`config.mk`:
```
export PLATFORM = sky130hd
export DESIGN_NAME = aux_ctrl_reg
export DESIGN_NICKNAME = d
export VERILOG_FILES = /design/src/rtl/aux_ctrl_pkg.sv /design/src/rtl/aux_ctrl_fields.sv /design/src/rtl/aux_toggle_out.sv /design/src/rtl/aux_reset_ctl.sv /design/src/rtl/aux_ctrl_reg.sv
export SDC_FILE = /design/constraint.sdc
export NUM_CORES = 1
export LEC_CHECK = 0
export BUFFER_PORTS_ARGS = -buffer_cell sky130_fd_sc_hd__buf_2
export CAP_MARGIN = 30
export CORE_AREA = 2 2 40 42
export CTS_CLUSTER_DIAMETER = 80
export CTS_CLUSTER_SIZE = 12
export DETAILED_ROUTE_END_ITERATION = 10
export DIE_AREA = 0 0 42 44
export PLACE_DENSITY = 0.83
export SLEW_MARGIN = 25
export SYNTH_ARGS = -nofsm -noshare
export SYNTH_HDL_FRONTEND = slang
export SYNTH_SLANG_ARGS = --single-unit
```
`constraint.sdc`:
```
create_clock -name clk -period 1.7 [get_ports clk]
set_clock_uncertainty 0.15 [all_clocks]
set_input_delay 0.34 -clock clk [delete_from_list [all_inputs] [get_ports clk]]
set_output_delay 0.34 -clock clk [all_outputs]
set_load 0.01 [all_outputs]
```
`src/rtl/aux_ctrl_pkg.sv`:
```
package aux_ctrl_pkg;

  localparam int REG_W   = 8;
  localparam int NUM_TOG = 2;

  typedef struct packed {
    logic clk_lp;
    logic brk_en;
    logic tog1_en;
    logic tog0_en;
    logic srst;
    logic zero_b;
    logic spare_b;
    logic dptr;
  } aux_fields_t;

  // Force the constant bits: bit 2 is tied low, bit 1 is not kept.
  function automatic aux_fields_t sanitize(input logic [REG_W-1:0] raw);
    aux_fields_t f;
    f = aux_fields_t'(raw);
    f.zero_b  = 1'b0;
    f.spare_b = 1'b0;
    return f;
  endfunction

  // Next level of a toggle stage.
  function automatic logic toggle_next(input logic q, input logic en,
                                       input logic ovf, input logic clr);
    logic n;
    if (clr)            n = 1'b0;
    else if (en && ovf) n = ~q;
    else                n = q;
    return n;
  endfunction

endpackage

```
`src/rtl/aux_ctrl_fields.sv`:
```
module aux_ctrl_fields
  import aux_ctrl_pkg::*;
#(
  parameter int                 ADDR_W   = 8,
  parameter logic [ADDR_W-1:0]  REG_ADDR = 8'hA2
) (
  input  logic              clk,
  input  logic              rst_n,
  input  logic [ADDR_W-1:0] addr,
  input  logic              we,
  input  logic [REG_W-1:0]  wdata,
  input  logic              clear,
  output logic              wr_hit,
  output aux_fields_t       fields
);

  logic addr_hit;
  assign addr_hit = (addr == REG_ADDR);
  assign wr_hit   = we && addr_hit && !clear;

  always_ff @(posedge clk or negedge rst_n) begin
    if (!rst_n)      fields <= '0;
    else if (clear)  fields <= '0;
    else if (wr_hit) fields <= sanitize(wdata);
  end

endmodule

```
`src/rtl/aux_toggle_out.sv`:
```
module aux_toggle_out
  import aux_ctrl_pkg::*;
(
  input  logic clk,
  input  logic rst_n,
  input  logic en,
  input  logic ovf,
  input  logic clear,
  output logic q
);

  always_ff @(posedge clk or negedge rst_n) begin
    if (!rst_n) q <= 1'b0;
    else        q <= toggle_next(q, en, ovf, clear);
  end

endmodule

```
`src/rtl/aux_reset_ctl.sv`:
```
module aux_reset_ctl (
  input  logic clk,
  input  logic rst_n,
  input  logic sw_evt,
  input  logic brk_evt,
  output logic rst_req,
  output logic prog_req
);

  always_ff @(posedge clk or negedge rst_n) begin
    if (!rst_n) begin
      rst_req  <= 1'b0;
      prog_req <= 1'b0;
    end else begin
      rst_req  <= sw_evt || brk_evt;
      prog_req <= brk_evt;
    end
  end

endmodule

```
`src/rtl/aux_ctrl_reg.sv`:
```
module aux_ctrl_reg
  import aux_ctrl_pkg::*;
#(
  parameter int                 ADDR_W   = 8,
  parameter logic [ADDR_W-1:0]  REG_ADDR = 8'hA2
) (
  input  logic              clk,
  input  logic              rst_n,
  input  logic [ADDR_W-1:0] sfr_addr,
  input  logic              sfr_we,
  input  logic [REG_W-1:0]  sfr_wdata,
  output logic [REG_W-1:0]  sfr_rdata,
  input  logic              t0_ovf,
  input  logic              t1_ovf,
  input  logic              brk_det,
  output logic              tog0_out,
  output logic              tog1_out,
  output logic              dptr_sel,
  output logic              clk_lowpwr,
  output logic              chip_rst_req,
  output logic              force_prog
);

  aux_fields_t        cur;
  logic               wr_hit;
  logic               soft_clear;
  logic               sw_rst_evt;
  logic               brk_rst_evt;
  logic               brk_en_w;
  logic [NUM_TOG-1:0] tog_en_w;
  logic [NUM_TOG-1:0] ovf_w;
  logic [NUM_TOG-1:0] tog_q;

  // A pending request clears the block at the next edge.
  assign soft_clear = chip_rst_req;

  aux_ctrl_fields #(.ADDR_W(ADDR_W), .REG_ADDR(REG_ADDR)) u_fields (
    .clk    (clk),
    .rst_n  (rst_n),
    .addr   (sfr_addr),
    .we     (sfr_we),
    .wdata  (sfr_wdata),
    .clear  (soft_clear),
    .wr_hit (wr_hit),
    .fields (cur)
  );

  assign brk_en_w    = cur.brk_en;
  assign sw_rst_evt  = wr_hit && sfr_wdata[3];
  assign brk_rst_evt = brk_det && brk_en_w && !soft_clear;

  aux_reset_ctl u_rst (
    .clk      (clk),
    .rst_n    (rst_n),
    .sw_evt   (sw_rst_evt),
    .brk_evt  (brk_rst_evt),
    .rst_req  (chip_rst_req),
    .prog_req (force_prog)
  );

  assign tog_en_w = {cur.tog1_en, cur.tog0_en};
  assign ovf_w    = {t1_ovf, t0_ovf};

  for (genvar i = 0; i < NUM_TOG; i++) begin : g_tog
    aux_toggle_out u_tog (
      .clk   (clk),
      .rst_n (rst_n),
      .en    (tog_en_w[i]),
      .ovf   (ovf_w[i]),
      .clear (soft_clear),
      .q     (tog_q[i])
    );
  end

  assign tog0_out   = tog_q[0];
  assign tog1_out   = tog_q[1];
  assign dptr_sel   = cur.dptr;
  assign clk_lowpwr = cur.clk_lp;
  assign sfr_rdata  = (sfr_addr == REG_ADDR) ? REG_W'(cur) : '0;

endmodule

```
# Word level (Yosys, flattened, before mapping)

Cells that the tools add are included.

Register bits: 12
Input bits: 22
Logic and storage cells: 34

Eq/ne operators: 1
Mux-type cells: 7
Bitwise gates (word level): 2
Reductions and logical operators: 12

Operators with widths:

| cell               | count |
|---|---|
| $mux 8             | 3 |
| $eq 8x8->1 const B | 1 |
| $logic_and 1x1->1  | 7 |
| $reduce_bool 2->1  | 3 |
| $mux 1             | 4 |
| $not 1->1          | 2 |
| $logic_not 1->1    | 1 |
| $logic_or 1x1->1   | 1 |

# Longest topological paths before layout

Gate-level depths: netlist of run 1.

Word-level depth: 5
Mapped depth: 4

# Hierarchy

From an unflattened synthesis of run 1, not the netlist that was laid out.

Cell total of the unflattened synthesis: 66
Area total of the unflattened synthesis: 685.7 µm²

By module, submodules not included:

| module          | instances | cells each | area an instance (µm²) | seq. area each (µm²) |
|---|---|---|---|---|
| aux_ctrl_fields | 1         | 32         | 355.3                  | 150.1 |
| aux_ctrl_reg    | 1         | 23         | 171.4                  | 0.0 |
| aux_toggle_out  | 2         | 4          | 51.3                   | 25.0 |
| aux_reset_ctl   | 1         | 3          | 56.3                   | 50.0 |

# Least setup slack after synthesis of run 1

No wires, ideal clock.

Kind: input to register
Start point: input port sfr_addr[6]
End point: register u_fields.fields[6] (netlist bit)
Arrival: 1.222 ns
Path slack: 0.203 ns
Stages on the path: 4
Cell sequence: nor4bb_4 and3_1 buf_6 mux2_4

Longest elaborated chain between the ends: 4

Ends and longest elaborated chain:

| element                         | RTL line              | RTL |
|---|---|---|
| start, declared                 | aux_ctrl_reg.sv:9     | `input logic [ADDR_W-1:0] sfr_addr,` |
| $eq 8x8->1                      | aux_ctrl_fields.sv:18 | `assign addr_hit = (addr == REG_ADDR);` |
| $logic_and 1x1->1 (2 in series) | aux_ctrl_fields.sv:19 | `assign wr_hit = we && addr_hit && !clear;` |
| $reduce_bool 2->1 (no line)     | n/a                   |  |
| end signal, assigned            | aux_ctrl_fields.sv:24 | `else if (wr_hit) fields <= sanitize(wdata);` |
| end, declared                   | aux_ctrl_fields.sv:14 | `output aux_fields_t fields` |

Every way passes these cells.
A chain may end at the register's enable or synchronous reset.

# Worst setup path in the final report of run 1

Start point: input port sfr_addr[0]
End point: output port sfr_rdata[6]

Longest elaborated chain between the ends: 2

Ends and longest elaborated chain:

| element       | RTL line           | RTL |
|---|---|---|
| $eq 8x8->1    | aux_ctrl_reg.sv:79 | `assign sfr_rdata = (sfr_addr == REG_ADDR) ? REG_W'(cur) : '0;` |
| $mux 8        | aux_ctrl_reg.sv:79 |  |
| end, declared | aux_ctrl_reg.sv:12 | `output logic [REG_W-1:0] sfr_rdata,` |

Every way passes these cells.

==> results of run 1 <==
[per-layer routing]
| metal | global-route usage | part of all wire |
|---|---|---|
| met1 | 0.1610 | 0.38 |
| met2 | 0.2813 | 0.53 |
| met3 | 0.04167 | 0.078 |
| met4 | 0.07742 | 0.013 |
| met5 | 0 | 0 |
[stage by stage]
| step | hold slack [ns] | utilization | setup slack [ns] |
|---|---|---|---|
| 6_report | 0.1527 | 0.5944 | 0.001578 |
| 5_1_grt | 0.1696 | 0.5944 | -0.03292 |
| 4_1_cts | 0.1596 | 0.5573 | 0.0005139 |
| 3_5_place_dp | 0.06704 | 0.5220 | 0.009852 |
| 3_3_place_gp | 0.05658 | 0.5220 | 0.02144 |
| 2_1_floorplan | -0.1056 | - | 0.2029 |
[repair_timing]
action / in CTS / in global routing
gates resized for setup: 1 / 5
hold buffers: 1 / 0
endpoints found under the hold margin: 10 / 0
buffers inserted: 0 / 2
cloned: 0 / 2
pin swaps: 0 / 4
endpoints found under the setup margin: 1 / 6
[logic make-up after synthesis]
kind of cell | Yosys count | synth area share
AO/OA/AOI/OAI | 11 | 0.1667
XOR/XNOR | 2 | 0.03031
buffers and inverters | 12 | 0.1190
flip-flops | 10 | 0.4329
multiplexers | 1 | 0.02597
other | 1 | 0.006487
AND/OR/NAND/NOR | 16 | 0.2186
[area by class of cell]
class | instances | area (µm²)
fill | 122 | 575.6
clock buffer | 4 | 36.28
sequential | 10 | 250.2
inverter | 6 | 22.52
timing repair buffer | 40 | 246.5
tap | 16 | 20.02
multi-input combinational | 32 | 267.8
[power breakdown]
part,switching (mW),internal [mW]
clock network,0.0879,0.130
logic,0.130,0.151
registers,0.0520,0.315
total,0.270,0.597
[synthesized netlist by cell type, drive strengths merged]
| library cell | instances |
|---|---|
| nor4bb | 1 |
| nor2b | 2 |
| conb | 1 |
| nor2 | 2 |
| and2 | 1 |
| and3 | 7 |
| dfrtp | 10 |
| mux2 | 1 |
| a31o | 6 |
| nand2 | 2 |
| a311oi | 5 |
| buf | 6 |
| xor2 | 2 |
| inv | 6 |
| nor4b | 1 |
[state kept, by name, summed over array words and instances, names as in the netlist]
name             count
u_rst.rst_req        1
u_rst.prog_req       1
u_fields.fields      6
g_tog.u_tog.q        2
[worst paths after layout]
| path | startpoint | endpoint | cells after the start |
|---|---|---|---|
| hold / removal | brk_det | u_rst.prog_req | 2 |
| setup / recovery | sfr_addr[0] | sfr_rdata[6] | 5 |
| min in group asynchronous | rst_n | u_fields.fields[0] | 2 |
| hold reg to reg | g_tog[1].u_tog.q | g_tog[1].u_tog.q | 2 |
| setup reg to reg | u_rst.rst_req | u_rst.rst_req | 3 |
| max in group asynchronous | rst_n | u_fields.fields[4] | 2 |
[critical path, cell delays in order]
cell and delay, ns:
buf_6 0.10, nor4bb_4 0.31, buf_2 0.19, and3_1 0.14, buf_2 0.13
==> results.json, run 1 <==
{
  "place_area_um2": 740.7,
  "nNetsFinal": 115,
  "drtIter0Drc": 19,
  "rsz0062_at_grt": "yes",
  "via_per_inst": 5.241,
  "final_cell_mix": "buf_2 (30), dfrtp_1 (10), and3_1 (6), inv_1 (6), a31o_2 (6)",
  "ant_nets": 0,
  "hpwlAfterDp_um": 929.4,
  "first_global_vias": 492,
  "boundaryPins": 36,
  "die_x_um": 42,
  "wirelength_um": 1514,
  "fin_crit_sh": 0.9991,
  "crit_type": "input pin to output port",
  "place_inst": 99,
  "die_h_um": 44,
  "initial_utilization": 0.4074,
  "setup_viol": 0,
  "cts.sinks": 10,
  "path_max_fanout": 4,
  "clockBufferDepth": 2,
  "post-route-min-period_ns": 1.698,
  "hold_viol": 0,
  "avgSynthCellArea_um2": 10.91,
  "gp_congestion": 0.7362,
  "grt_remaining_overflow": 0,
  "synth_warnings": 0,
  "antenna_found_initial": 0,
  "max_freq_mhz": 588.8,
  "synth_top_cell_by_area": "dfrtp_1",
  "mostFrequentLayoutCell": "buf_2",
  "vdd_ir_drop_max_uv": 671.3,
  "numCtsBuffers": 3,
  "wl_per_cell_um": 14.02,
  "cts_htree_levels": 1,
  "endpoint_kind": "output port",
  "grt_max_degree": 13,
  "arrival_ns": 1.21,
  "coreArea_um2": 1419,
  "clk_pin_slew_worst_paths_ns": 0.06,
  "synth_seq_area_share": 0.4329,
  "dieArea_um2": 1848,
  "r2r_slack_ns": 0.39,
  "tns_ns": 0,
  "root_buffer": "clkbuf_4",
  "worstSetupStartpointType": "input pin",
  "drc": 0,
  "p_leak_nw": 0.4857,
  "num_vias": 566,
  "synth_area_leaders": "dfrtp_1 (43%), a31o_2 (9.1%), a311oi_1 (7.6%), and3_1 (7.6%), buf_4 (5.2%)",
  "antennaDiodeCount": 0,
  "fin_area_um2": 843.3,
  "power.total_uw": 867.3,
  "insertion_delay_ns": 0.27,
  "drive_gt1_frac": 0.5761,
  "ys_types": 17,
  "layout.cells.non_filler": 108,
  "grt_usage": 0.1533,
  "first_pass_iters": 4,
  "syn-cell-area_um2": 578.1,
  "cts_tree": "built",
  "syn_to_final_growth_pct": 45.89,
  "max_cap_viol_count": 0,
  "row_count": 14,
  "hold_path.class": "input pin to flip-flop",
  "status": "completed",
  "place.port_buffers": 31,
  "grt_pass1_wl_um": 2056,
  "synth.top_cell.area_share": 0.4329,
  "synthCells": 53,
  "p_per_area_nw_per_um2": 1028,
  "synth.ff_latch_count": 10,
  "drv_slew": 0,
  "crit_required_ns": 1.21
}
No activity file was read; power rests on OpenSTA's default activity.
==> run 2: changes to the inputs <==
==> constraint.sdc (replaced) <==
create_clock -name clk -period 1.7 [get_ports clk]
set_clock_uncertainty 0.15 [all_clocks]
set_input_delay 0 -clock clk [delete_from_list [all_inputs] [get_ports clk]]
set_output_delay 0 -clock clk [all_outputs]
set_load 0.01 [all_outputs]
==> run 2 against run 1 <==
  * Via count up 0.53%
  * Setup slack better by 0.40 ns
  * Critical path depth is 2 lower
  * First-iteration DRC count fell by 26%
  * Hold slack worse by 0.10 ns
  * Final cell count is 4.6% higher
  * Non-clock buffer count increased by 5
  * Combinational power hardly changed
  * Largest power group unchanged
==> results.json, run 2 (synthesized netlist as in run 1, its figures left out) <==
{
  "status": "completed",
  "place.port_buffers": 31,
  "ant_nets": 0,
  "cts_htree_levels": 1,
  "num_vias": 569,
  "arrival_ns": 1.31,
  "clockBufferDepth": 2,
  "wl_per_cell_um": 12.14,
  "drtIter0Drc": 14,
  "grt_remaining_overflow": 0,
  "crit_required_ns": 1.71,
  "crit_type": "flip-flop to flip-flop",
  "cpPeakStageDelay_ns": 0.55,
  "slowest_stage": "dfrtp_1",
  "clk_pin_slew_worst_paths_ns": 0.06,
  "syn_to_final_growth_pct": 52.16,
  "p_per_area_nw_per_um2": 974.3,
  "mostFrequentLayoutCell": "buf_2",
  "largest_reg_flops": 6,
  "grt_usage": 0.1671,
  "numCtsBuffers": 3,
  "hold_viol": 0,
  "place_ws_ns": 0.4130,
  "setup_viol": 0,
  "hpwlAfterDp_um": 946.9,
  "drive_gt1_frac": 0.4845,
  "worstSetupStartpointType": "flip-flop",
  "coreArea_um2": 1419,
  "drv_slew": 0,
  "rsz0062_at_grt": "no",
  "final_cell_mix": "buf_2 (31), dlygate4sd3_1 (11), dfrtp_1 (10)",
  "gp_congestion": 0.7686,
  "first_pass_iters": 4,
  "largest-register": "u_fields.fields",
  "grt_pass1_wl_um": 2263,
  "power.total_uw": 857.0,
  "antennaDiodeCount": 0,
  "root_buffer": "clkbuf_4",
  "path_max_fanout": 11,
  "die_x_um": 42,
  "top_regs": "u_fields.fields x6, g_tog.u_tog.q x2",
  "initial_utilization": 0.4074,
  "die_h_um": 44,
  "p_leak_nw": 0.4962,
  "post_cts_buffers": 0,
  "drc": 0,
  "grt_max_degree": 12,
  "via_per_inst": 5.035,
  "cts.sinks": 10,
  "max_cap_viol_count": 0,
  "boundaryPins": 36,
  "dieArea_um2": 1848,
  "wirelength_um": 1372,
  "nNetsFinal": 120,
  "tns_ns": 0,
  "hold_path.class": "input pin to flip-flop",
  "antenna_found_initial": 0,
  "place_area_um2": 733.2,
  "final_core_util": 0.6199,
  "fin_crit_sh": 0.7651,
  "worst_slack_ns": 0.3993,
  "endpoint_kind": "flip-flop",
  "fin_area_um2": 879.6,
  "post-route-min-period_ns": 1.301,
  "first_global_vias": 538,
  "cts_tree": "built",
  "row_count": 14,
  "crit_chain": "nor2b_1 > and2_1 > a31o_2",
  "worstPathBufferInverterCount": 0,
  "vdd_ir_drop_max_uv": 665.3,
  "insertion_delay_ns": 0.27,
  "max_freq_mhz": 768.8,
  "critical_path.top_delay_family": "flip-flops"
}
-- run 2: cell types whose count changed in the layout (fill, tap and decap cells not counted) --
cell	change
and3_1	+1
and3_4	-1
buf_2	+1
buf_4	-1
buf_6	-5
dlygate4sd3_1	+10
-- run 2: final timing paths --
| check | to | cells after the start | start | slack, ns |
|---|---|---|---|---|
| setup reg to reg | u_rst.rst_req | 3 | u_rst.rst_req | 0.40 |
| hold reg to reg | g_tog[1].u_tog.q | 2 | g_tog[1].u_tog.q | 0.40 |
| min in group asynchronous | u_fields.fields[3] | 3 | rst_n | 0.59 |
| setup / recovery | u_rst.rst_req | 3 | u_rst.rst_req | 0.40 |
| hold / removal | u_fields.fields[7] | 3 | sfr_we | 0.05 |
| max in group asynchronous | u_fields.fields[4] | 3 | rst_n | 0.51 |
-- run 2: repair_timing --
action | in CTS | in global routing
gates resized for setup | 0 | 0
hold buffers | 11 | 0
hold endpoints to repair | 20 | 0
endpoints found under the setup margin | 0 | 0
-- run 2: power by group --
part	internal, mW	switching [mW]	leakage (nW)	total (mW)
clock	0.130	0.0837	0.0210	0.214
combinational	0.159	0.121	0.353	0.281
sequential	0.315	0.0471	0.122	0.362
total	0.605	0.252	0.496	0.857
-- run 2: cell type report --
type | instances | area, µm²
clock buffers | 4 | 36.28
fillers | 122 | 539.3
inverters | 6 | 22.52
multi-input cells | 32 | 262.8
flip-flops and latches | 10 | 250.2
well taps | 16 | 20.02
repair buffers | 45 | 287.8
-- run 2: routing by layer --
metal  routed length (µm)  share of wire  global-route usage
met1                  547           0.40              0.1942
met2                  680           0.50              0.2594
met3                  107          0.078             0.05417
met4                   37          0.027              0.1226
met5                    0              0                   0
-- run 2: stage by stage --
| step | hold slack [ns] | instances |
|---|---|---|
| 2_1_floorplan | -0.4456 | 54 |
| 3_3_place_gp | -0.2823 | 98 |
| 3_5_place_dp | -0.2765 | 98 |
| 4_1_cts | 0.04505 | 113 |
| 5_1_grt | 0.05830 | 113 |
| 6_report | 0.05301 | 113 |
-- run 2: tightest hold or removal path: stages --
cell and delay, ns:
buf_2 0.14, a311oi_1 0.09, a31o_2 0.20
